$ cat src/rtl/gps_rtc_pkg.sv
package gps_rtc_pkg;

  // Default geometry of the time base
  localparam int DEF_FRAC_W       = 15;
  localparam int DEF_SEC_PER_WEEK = 604800;
  localparam int DEF_WEEK_W       = 10;
  localparam int DEF_TFRAC_W      = 8;
  localparam int DEF_TSEC_W       = 16;

  // Down-timer run state
  typedef enum logic {
    TMR_STOPPED  = 1'b0,
    TMR_COUNTING = 1'b1
  } tmr_state_e;

endpackage

$ cat src/rtl/gps_rtc_tod.sv
module gps_rtc_tod #(
  parameter int FRAC_W       = 15,
  parameter int SEC_PER_WEEK = 604800,
  parameter int SEC_W        = 20,
  parameter int WEEK_W       = 10
) (
  input  logic              clk,
  input  logic              rst,
  input  logic              tick_en,
  input  logic              ld,
  input  logic [WEEK_W-1:0] ld_week,
  input  logic [SEC_W-1:0]  ld_sec,
  input  logic [FRAC_W-1:0] ld_frac,
  output logic [WEEK_W-1:0] week,
  output logic [SEC_W-1:0]  sec,
  output logic [FRAC_W-1:0] frac,
  output logic              adv
);

  localparam logic [FRAC_W-1:0] FRAC_LAST = {FRAC_W{1'b1}};
  localparam logic [SEC_W-1:0]  SEC_LAST  = SEC_W'(SEC_PER_WEEK - 1);
  localparam logic [FRAC_W-1:0] FRAC_ONE  = FRAC_W'(1);
  localparam logic [SEC_W-1:0]  SEC_ONE   = SEC_W'(1);
  localparam logic [WEEK_W-1:0] WEEK_ONE  = WEEK_W'(1);

  logic frac_wrap;
  logic sec_wrap;

  assign frac_wrap = (frac == FRAC_LAST);
  assign sec_wrap  = (sec == SEC_LAST);

  always_ff @(posedge clk) begin
    if (rst) begin
      week <= '0;
      sec  <= '0;
      frac <= '0;
      adv  <= 1'b0;
    end else begin
      adv <= 1'b0;
      if (ld) begin
        week <= ld_week;
        sec  <= ld_sec;
        frac <= ld_frac;
      end else if (tick_en) begin
        adv <= 1'b1;
        if (frac_wrap) begin
          frac <= '0;
          if (sec_wrap) begin
            sec  <= '0;
            week <= week + WEEK_ONE;
          end else begin
            sec <= sec + SEC_ONE;
          end
        end else begin
          frac <= frac + FRAC_ONE;
        end
      end
    end
  end

  // a tick moves the fraction by exactly one, modulo its width
  assert_frac_step_R2: assert property (@(posedge clk) disable iff (rst)
    (tick_en && !ld) |=> (frac == $past(frac) + FRAC_ONE));

  // no tick and no load keeps all of the time
  assert_hold_R2: assert property (@(posedge clk) disable iff (rst)
    (!tick_en && !ld) |=> ($stable(frac) && $stable(sec) && $stable(week)));

  // seconds stay inside the week
  assert_sec_range_R3: assert property (@(posedge clk) disable iff (rst)
    (!ld) |=> (sec < SEC_LAST + SEC_ONE));

  // a week change only comes from a seconds wrap or a load
  assert_week_carry_R4: assert property (@(posedge clk) disable iff (rst)
    (!ld && !(tick_en && frac_wrap && sec_wrap)) |=> $stable(week));

  // the load is taken in full, the tick dropped
  assert_load_R5: assert property (@(posedge clk) disable iff (rst)
    ld |=> (week == $past(ld_week) && sec == $past(ld_sec) && frac == $past(ld_frac)));

endmodule

$ cat src/rtl/gps_rtc_alarm.sv
module gps_rtc_alarm #(
  parameter int FRAC_W = 15,
  parameter int SEC_W  = 20
) (
  input  logic              clk,
  input  logic              rst,
  input  logic              adv,
  input  logic [SEC_W-1:0]  sec,
  input  logic [FRAC_W-1:0] frac,
  input  logic              wr,
  input  logic              wr_arm,
  input  logic [SEC_W-1:0]  wr_sec,
  input  logic [FRAC_W-1:0] wr_frac,
  input  logic              clr,
  output logic              flag
);

  logic [SEC_W-1:0]  cmp_sec;
  logic [FRAC_W-1:0] cmp_frac;
  logic              armed;
  logic              hit;

  always_ff @(posedge clk) begin
    if (rst) begin
      cmp_sec  <= '0;
      cmp_frac <= '0;
      armed    <= 1'b0;
    end else if (wr) begin
      cmp_sec  <= wr_sec;
      cmp_frac <= wr_frac;
      armed    <= wr_arm;
    end
  end

  // adv marks counters that a tick just changed
  assign hit = armed && adv && (sec == cmp_sec) && (frac == cmp_frac);

  always_ff @(posedge clk) begin
    if (rst) begin
      flag <= 1'b0;
    end else if (hit) begin
      flag <= 1'b1;
    end else if (clr) begin
      flag <= 1'b0;
    end
  end

  // flag is sticky without a clear
  assert_sticky_R7: assert property (@(posedge clk) disable iff (rst)
    (flag && !clr) |=> flag);

  // a disarmed alarm never raises the flag
  assert_disarmed_R8: assert property (@(posedge clk) disable iff (rst)
    (!armed && !flag) |=> !flag);

  // flag rises only after a tick-driven advance
  assert_rise_after_tick_R6: assert property (@(posedge clk) disable iff (rst)
    $rose(flag) |-> $past(adv));

endmodule

$ cat src/rtl/gps_rtc_timer.sv
module gps_rtc_timer
  import gps_rtc_pkg::*;
#(
  parameter int FRAC_W  = 15,
  parameter int TFRAC_W = 8,
  parameter int TSEC_W  = 16,
  localparam int TMR_W  = TSEC_W + TFRAC_W,
  localparam int PRE_W  = FRAC_W - TFRAC_W
) (
  input  logic             clk,
  input  logic             rst,
  input  logic             tick_en,
  input  logic             ld,
  input  logic [TMR_W-1:0] ld_val,
  input  logic             clr,
  output logic [TMR_W-1:0] val,
  output logic             flag
);

  localparam logic [TMR_W-1:0] VAL_ONE = TMR_W'(1);

  logic       step;
  tmr_state_e state;

  generate
    if (PRE_W == 0) begin : g_nodiv
      assign step = tick_en && !ld;
    end else begin : g_div
      logic [PRE_W-1:0] pre;
      always_ff @(posedge clk) begin
        if (rst || ld) begin
          pre <= '0;
        end else if (tick_en) begin
          pre <= pre + PRE_W'(1);
        end
      end
      assign step = tick_en && !ld && (pre == {PRE_W{1'b1}});
    end
  endgenerate

  always_ff @(posedge clk) begin
    if (rst) begin
      val   <= '0;
      state <= TMR_STOPPED;
    end else if (ld) begin
      val   <= ld_val;
      state <= (ld_val != '0) ? TMR_COUNTING : TMR_STOPPED;
    end else if (step && state == TMR_COUNTING) begin
      val <= val - VAL_ONE;
      if (val == VAL_ONE) begin
        state <= TMR_STOPPED;
      end
    end
  end

  always_ff @(posedge clk) begin
    if (rst) begin
      flag <= 1'b0;
    end else if (!ld && step && state == TMR_COUNTING && val == VAL_ONE) begin
      flag <= 1'b1;
    end else if (clr) begin
      flag <= 1'b0;
    end
  end

  // once at zero the timer stays there until reloaded
  assert_stop_at_zero_R10: assert property (@(posedge clk) disable iff (rst)
    (val == '0 && !ld) |=> (val == '0));

  // the flag only rises as the value lands on zero
  assert_flag_at_zero_R10: assert property (@(posedge clk) disable iff (rst)
    $rose(flag) |-> (val == '0));

  // the load value is taken whatever the tick does
  assert_load_R11: assert property (@(posedge clk) disable iff (rst)
    ld |=> (val == $past(ld_val)));

  // the value moves by at most one per edge
  assert_step_R9: assert property (@(posedge clk) disable iff (rst)
    (!ld && val != '0) |=> (val == $past(val) || val == $past(val) - VAL_ONE));

endmodule

$ cat src/rtl/gps_rtc.sv
module gps_rtc
  import gps_rtc_pkg::*;
#(
  parameter int FRAC_W       = DEF_FRAC_W,
  parameter int SEC_PER_WEEK = DEF_SEC_PER_WEEK,
  parameter int WEEK_W       = DEF_WEEK_W,
  parameter int TFRAC_W      = DEF_TFRAC_W,
  parameter int TSEC_W       = DEF_TSEC_W,
  localparam int SEC_W       = $clog2(SEC_PER_WEEK),
  localparam int TMR_W       = TSEC_W + TFRAC_W
) (
  input  logic              clk,
  input  logic              rst,
  input  logic              tick_en,
  input  logic              time_ld,
  input  logic [WEEK_W-1:0] ld_week,
  input  logic [SEC_W-1:0]  ld_sec,
  input  logic [FRAC_W-1:0] ld_frac,
  input  logic              alm_wr,
  input  logic              alm_arm,
  input  logic [SEC_W-1:0]  alm_sec,
  input  logic [FRAC_W-1:0] alm_frac,
  input  logic              alm_clr,
  input  logic              tmr_ld,
  input  logic [TMR_W-1:0]  tmr_ld_val,
  input  logic              tmr_clr,
  output logic [WEEK_W-1:0] week,
  output logic [SEC_W-1:0]  sec,
  output logic [FRAC_W-1:0] frac,
  output logic              alm_flag,
  output logic [TMR_W-1:0]  tmr_val,
  output logic              tmr_flag
);

  logic adv;

  gps_rtc_tod #(
    .FRAC_W      (FRAC_W),
    .SEC_PER_WEEK(SEC_PER_WEEK),
    .SEC_W       (SEC_W),
    .WEEK_W      (WEEK_W)
  ) u_tod (
    .clk    (clk),
    .rst    (rst),
    .tick_en(tick_en),
    .ld     (time_ld),
    .ld_week(ld_week),
    .ld_sec (ld_sec),
    .ld_frac(ld_frac),
    .week   (week),
    .sec    (sec),
    .frac   (frac),
    .adv    (adv)
  );

  gps_rtc_alarm #(
    .FRAC_W(FRAC_W),
    .SEC_W (SEC_W)
  ) u_alarm (
    .clk    (clk),
    .rst    (rst),
    .adv    (adv),
    .sec    (sec),
    .frac   (frac),
    .wr     (alm_wr),
    .wr_arm (alm_arm),
    .wr_sec (alm_sec),
    .wr_frac(alm_frac),
    .clr    (alm_clr),
    .flag   (alm_flag)
  );

  gps_rtc_timer #(
    .FRAC_W (FRAC_W),
    .TFRAC_W(TFRAC_W),
    .TSEC_W (TSEC_W)
  ) u_timer (
    .clk    (clk),
    .rst    (rst),
    .tick_en(tick_en),
    .ld     (tmr_ld),
    .ld_val (tmr_ld_val),
    .clr    (tmr_clr),
    .val    (tmr_val),
    .flag   (tmr_flag)
  );

  // everything is zero in the cycle after reset
  assert_reset_R1: assert property (@(posedge clk)
    rst |=> (week == '0 && sec == '0 && frac == '0 && tmr_val == '0 && !alm_flag && !tmr_flag));

endmodule

$ cat config.mk
export PLATFORM = sky130hd
export DESIGN_NAME = gps_rtc
export DESIGN_NICKNAME = d
export VERILOG_FILES = /design/src/rtl/gps_rtc_pkg.sv /design/src/rtl/gps_rtc_tod.sv /design/src/rtl/gps_rtc_alarm.sv /design/src/rtl/gps_rtc_timer.sv /design/src/rtl/gps_rtc.sv
export SDC_FILE = /design/constraint.sdc
export NUM_CORES = 1
export LEC_CHECK = 0
export BUFFER_PORTS_ARGS = -buffer_cell sky130_fd_sc_hd__buf_4
export CORE_MARGIN = 5
export CORE_UTILIZATION = 40
export DETAILED_ROUTE_END_ITERATION = 10
export GPL_ROUTABILITY_DRIVEN = 0
export PLACE_DENSITY = 0.67
export SETUP_SLACK_MARGIN = 0.1
export SYNTH_ARGS = -nofsm -noshare
export SYNTH_HDL_FRONTEND = slang
export SYNTH_SLANG_ARGS = --single-unit
$ cat constraint.sdc
create_clock -name clk -period 3.4 [get_ports clk]
set_clock_uncertainty 0.1 [all_clocks]
set_input_delay 0 -clock clk [delete_from_list [all_inputs] [get_ports clk]]
set_output_delay 0 -clock clk [all_outputs]
set_load 0.01 [all_outputs]
==> impl_metrics.toml, run 1 <==
[place]
io_buffers = 183
placedCellCount = 1082
dp_slack_ns = 0.574
dp_hpwl_um = 14600

[worst_setup_path]
arrival_ns = 3.10
cp_num_buf_inv = 1
path_class = "flip-flop to flip-flop"
slowest_stage = "or4_1"
endpoint_kind = "flip-flop"
r2r_end = "u_tod.sec[9]$_SDFFE_PP0P_"
path_cells = "ha_1 > nand4_1 > or4_1 > a21oi_1 > buf_4 > a31oi_1 > a221oi_1"
slowest_delay_ns = 0.87
endpoint = "u_tod.sec[9]$_SDFFE_PP0P_"
cp.depth = 7
r2r-start = "u_tod.frac[0]$_SDFFE_PP0P_"
rrSetupSlack_ns = 0.51
worstPathMaxFanout = 17
cp-start-kind = "flip-flop"
path_delay_family = "simple AND/OR/NAND/NOR gates"
critPathLaunch = "u_tod.frac[0]$_SDFFE_PP0P_"
critPathRequiredTime_ns = 3.61
reg2reg_depth = 7

[clocking]
cts.sink_count = 116
cts_tree = "done"
cts-buffers-inserted = 17
clk-insertion-delay-late_ns = 0.42
htree_levels = 4
clkSlewWorstSetupHoldPaths_ns = 0.06
cts_buffer_depth = 2
cts_root_buf = "clkbuf_16"

[route]
ant_nets = 0
drt_pre_antenna_iters = 7
drt-vias-per-instance = 5.64
initialDrtViolationCount = 675
routed-via-count = 7016
wl_per_cell_um = 17.9
routed_wl_um = 22300
drc = 0

[timing]
timing.slew.headroom = 0.434
finalHoldViolCount = 0
post-route-period-util = 0.850
max_clock_freq_ghz = 0.346
tightestPinTransition_ns = 0.849
rsz0062_at_grt = "false"
setup_ws_ns = 0.510
tns_ns = 0
finalSetupViolations = 0
period_needed_ns = 2.89
slew_violations = 0

[synth]
yosysSeqAreaShare = 0.375
yosysTopAreaCell = "dfxtp_1"
netlist-cell-type-count = 54
avgSynthCellArea_um2 = 8.33
synthArstFlopShare = 0
synth_area_um2 = 6190
yosys_register_bits = 116
synth_ff_type = "dfxtp_1"
synth_edf_count = 0
yosysWarnings = 0
synth_nets = 862
ys_top_cells_by_area = "dfxtp_1 38%, mux2i_1 6.5%, nor2_1 6.0%"
synth_top_area_frac = 0.375
synthCells = 743

[power_and_ir_drop]
powerDensity_nw_per_um2 = 420
p_leak_nw = 3.95
ir_drop_mv = 0.338
power.total_mw = 4.03

[floorplan]
die_w_um = 134
start_util = 0.407
io_pins = 184
rows = 45
coreArea_um2 = 15200
die_y_um = 134
die_area_um2 = 18100

[global_routing]
grt_pass1_wl_um = 35300
grt_pass1_vias = 6736
antenna_found_initial = 0
track_usage = 0.243
overflow = 0
grt_max_degree = 74

[layout]
drive_gt1_frac = 0.234
filler_cell_count = 1232
multiInputGateArea_um2 = 3620
layout_common_cells = "194 x buf_4, 128 x dlygate4sd3_1, 116 x dfxtp_1, 99 x nor2_1, 47 x nand2_1"
fin_nets = 1160
syn2layout_area_growth_pct = 55.0
seq_area_um2 = 2320
finalNonFillerCells = 1244
final_common_cell = "buf_4"

[min_path]
worstHoldPathType = "input pin to flip-flop"

[run]
drv_cap = 0

[status]
status = "complete, no violations"
## final cells by class
cell class / instances / share of cell area
multi-input cells: 562 / 0.377
flip-flops and latches: 116 / 0.242
repair buffers: 322 / 0.285
clock inverters: 14 / 0.0160
clock buffers: 18 / 0.0458
inverters: 22 / 0.00860
well taps: 188 / 0.0245
diodes: 2 / 0.000522
## worst min path at each step
stage / startpoint / endpoint / slack [ns] / cells past startpoint
2_1_floorplan: ld_frac[2] / u_tod.frac[2]$_SDFFE_PP0P_ / 0.04 / 2
3_3_place_gp: alm_sec[14] / u_alarm.cmp_sec[14]$_SDFFE_PP0P_ / 0.13 / 3
3_5_place_dp: ld_frac[2] / u_tod.frac[2]$_SDFFE_PP0P_ / 0.14 / 3
4_1_cts: time_ld / u_tod.week[6]$_SDFFE_PP0P_ / 0.01 / 3
5_1_grt: time_ld / u_tod.frac[2]$_SDFFE_PP0P_ / 0.05 / 3
6_report: tmr_ld / u_timer.val[0]$_SDFFE_PP0P_ / 0.02 / 5
## cell usage after synthesis (all sizes together) (15+ instances only)
| cell type | count |
|---|---|
| nor4 | 24 |
| nor2 | 99 |
| nand3 | 25 |
| nand4 | 33 |
| dfxtp | 116 |
| o21ai | 21 |
| nand2 | 47 |
| a21oi | 31 |
| nor3 | 16 |
| xnor2 | 29 |
| clkbuf | 36 |
| a31oi | 15 |
| mux2i | 40 |
| xor2 | 31 |
| a211oi | 15 |
| inv | 22 |
| or3 | 16 |
## metal layers
layer / up-vias / share of wire / GRT usage
li1: 3352 / - / -
met1: 3244 / 0.42 / 0.305
met2: 343 / 0.47 / 0.397
met3: 77 / 0.074 / 0.0533
met4: 0 / 0.036 / 0.119
met5: - / 0 / 0
## what timing repair did
action                                  4_1_cts  5_1_grt
hold buffers                                128        0
setup buffers                                 0        0
hold endpoints to repair                    114        0
gates resized for setup                       0        0
endpoints found under the setup margin        0        0
## kinds of logic after synthesis
family / synth area share
buf+inv: 0.0398
xor+xnor: 0.0849
mux: 0.0720
fa+ha+maj: 0.0121
simple gates: 0.259
flops: 0.375
compound gates: 0.157
## tightest hold or removal path, delay by kind of cell
family                 cells  cell delay, ns
buffers and inverters      1            0.26
AND/OR/NAND/NOR            2            0.15
AO/OA/AOI/OAI              2            0.10
## stage by stage
stage / instance area [um^2] / hold slack [ns] / util
finish: 9600 / 0.0203 / 0.631
floorplan: 6190 / 0.0427 / -
global route: 9590 / 0.0469 / 0.631
detailed placement: 7720 / 0.141 / 0.508
CTS: 9590 / 0.0130 / 0.631
global placement: 7720 / 0.133 / 0.508
## sequential cells by signal, summed over array words and instances (netlist names), 7 cells and up
name / count
u_timer.val: 24
u_alarm.cmp_sec: 20
u_tod.sec: 20
u_alarm.cmp_frac: 15
u_tod.frac: 15
u_tod.week: 10
u_timer.g_div.pre: 7
## where the power goes
group | internal, mW | switching (mW) | leakage [nW]
Clock | 1.10 | 0.698 | 0.271
Sequential | 1.44 | 0.110 | 0.958
Combinational | 0.379 | 0.298 | 2.72
Note: power is estimated with default switching activity, not from simulation.
==> inputs of run 2 (changes only) <==
==> constraint.sdc (replaced) <==
create_clock -name clk -period 2.8 [get_ports clk]
set_clock_uncertainty 0.1 [all_clocks]
set_input_delay 0 -clock clk [delete_from_list [all_inputs] [get_ports clk]]
set_output_delay 0 -clock clk [all_outputs]
set_load 0.01 [all_outputs]
==> run 2 against run 1 <==
Net effect:
- design area up 2.8%
- die area is the same
- critical path type unchanged
- sequential share of layout area decreased by 0.65 points
- setup slack got worse by 0.20 ns
- clock power is 41% higher
- final cell count grew 1.4%
- via count hardly changed
- global-route usage is essentially flat
- sequential power grew 20%
- wire length increased by 0.16%
==> impl_metrics.toml, run 2 (synthesis gave the netlist of run 1 again) <==
[status]
status = "complete, no violations"

[layout]
layout_common_cells = "214 x buf_4, 127 x dlygate4sd3_1, 116 x dfxtp_1, 99 x nor2_1, 47 x nand2_1"
filler_cell_count = 1236
final_common_cell = "buf_4"
largest_reg_flops = 24
top_regs = "u_timer.val x24, u_alarm.cmp_sec x20, u_tod.sec x20"
post-route-util = 0.649
syn2layout_area_growth_pct = 59.3
antenna_cells = 0
multiInputGateArea_um2 = 3620
fin_nets = 1180
drive_gt1_frac = 0.250
seq_area_um2 = 2320
max_flop_register = "u_timer.val"

[route]
drt-vias-per-instance = 5.56
drc = 0
ant_nets = 0
routed_wl_um = 22300
wl_per_cell_um = 17.7
initialDrtViolationCount = 544
routed-via-count = 7021
drt_pre_antenna_iters = 5

[clocking]
htree_levels = 4
clk-insertion-delay-late_ns = 0.41
cts_tree = "done"
cts.sink_count = 116
cts_buffer_depth = 2
cts_root_buf = "clkbuf_16"
clkSlewWorstSetupHoldPaths_ns = 0.05
post_cts_buffers = 0
cts-buffers-inserted = 17

[global_routing]
grt_max_degree = 68
grt_pass1_vias = 6832
grt_pass1_wl_um = 35500
overflow = 0
antenna_found_initial = 0
track_usage = 0.243

[worst_setup_path]
endpoint_kind = "flip-flop"
cp-start-kind = "flip-flop"
slowest_delay_ns = 0.62
critPathRequiredTime_ns = 3.00
path_delay_family = "simple AND/OR/NAND/NOR gates"
cp_num_buf_inv = 0
path_cells = "or4_1 > nor3_1 > nand3_1 > or3_1 > a41o_1"
path_class = "flip-flop to flip-flop"
arrival_ns = 2.69
worstPathMaxFanout = 7
slowest_stage = "or4_1"

[place]
io_buffers = 183
dp_hpwl_um = 15200

[power_and_ir_drop]
powerDensity_nw_per_um2 = 534
p_leak_nw = 4.12
power.total_mw = 5.27
ir_drop_mv = 0.423

[timing]
finalHoldViolCount = 0
slew_violations = 0
timing.slew.headroom = 0.415
period_needed_ns = 2.49
finalSetupViolations = 0
max_clock_freq_ghz = 0.402
tns_ns = 0
tightestPinTransition_ns = 0.872
post-route-period-util = 0.889
rsz0062_at_grt = "false"

[run]
drv_cap = 0

[floorplan]
rows = 45
coreArea_um2 = 15200
io_pins = 184
start_util = 0.407
die_w_um = 134
die_y_um = 134
die_area_um2 = 18100

[min_path]
worstHoldPathType = "input pin to flip-flop"
run 2: final cells by class:
class,count,area share
Inverter,22,0.00837
Clock buffer,25,0.0543
Multi-Input combinational cell,562,0.368
Timing Repair Buffer,342,0.294
Clock inverter,7,0.0165
Sequential cell,116,0.236
Tap cell,188,0.0239
run 2: worst reg2reg max path, cell delays in order (launching register included):
cell     delay [ns]
dfxtp_1        0.35
or4_1          0.62
nor3_1         0.41
nand3_1        0.22
or3_1          0.43
a41o_1         0.24
run 2: worst paths after layout:
path,to,cells past startpoint,from,slack [ns]
max,u_timer.state$_SDFFE_PP0P_,5,u_timer.val[15]$_SDFFE_PP0P_,0.31
max reg2reg,u_timer.state$_SDFFE_PP0P_,5,u_timer.val[15]$_SDFFE_PP0P_,0.31
min reg2reg,u_timer.g_div.pre[6]$_SDFFE_PP0P_,2,u_timer.g_div.pre[6]$_SDFFE_PP0P_,0.39
min,u_tod.adv$_SDFF_PP0_,2,time_ld,0.04
run 2: through the flow:
step | instances | instance area [um^2] | setup slack, ns | hold slack, ns
6_report | 1262 | 9860 | 0.311 | 0.0360
5_1_grt | 1262 | 9860 | 0.203 | 0.0517
4_1_cts | 1262 | 9860 | 0.301 | 0.0219
3_5_place_dp | 1103 | 7890 | 0.322 | 0.137
3_3_place_gp | 1103 | 7890 | 0.364 | 0.135
2_1_floorplan | 743 | 6190 | 0.360 | 0.0427
run 2: per-layer routing:
metal / part of all wire / global-route usage / vias to the layer above
met2: 0.47 / 0.396 / 304
met5: 0 / 0 / -
met3: 0.069 / 0.0559 / 54
met4: 0.030 / 0.0950 / 0
li1: - / - / 3385
met1: 0.43 / 0.314 / 3278
run 2: repair_timing:
item                                    4_1_cts  5_1_grt
endpoints found under the hold margin       114        0
gates resized for setup                       0        1
endpoints found under the setup margin        0        2
hold buffers                                127        0
run 2: power by group:
part,leakage (nW),internal (mW),switching [mW],total (mW)
Clock,0.342,1.77,0.769,2.54
Combinational,2.82,0.480,0.387,0.867
Sequential,0.958,1.75,0.112,1.86
Total,4.12,4.00,1.27,5.27
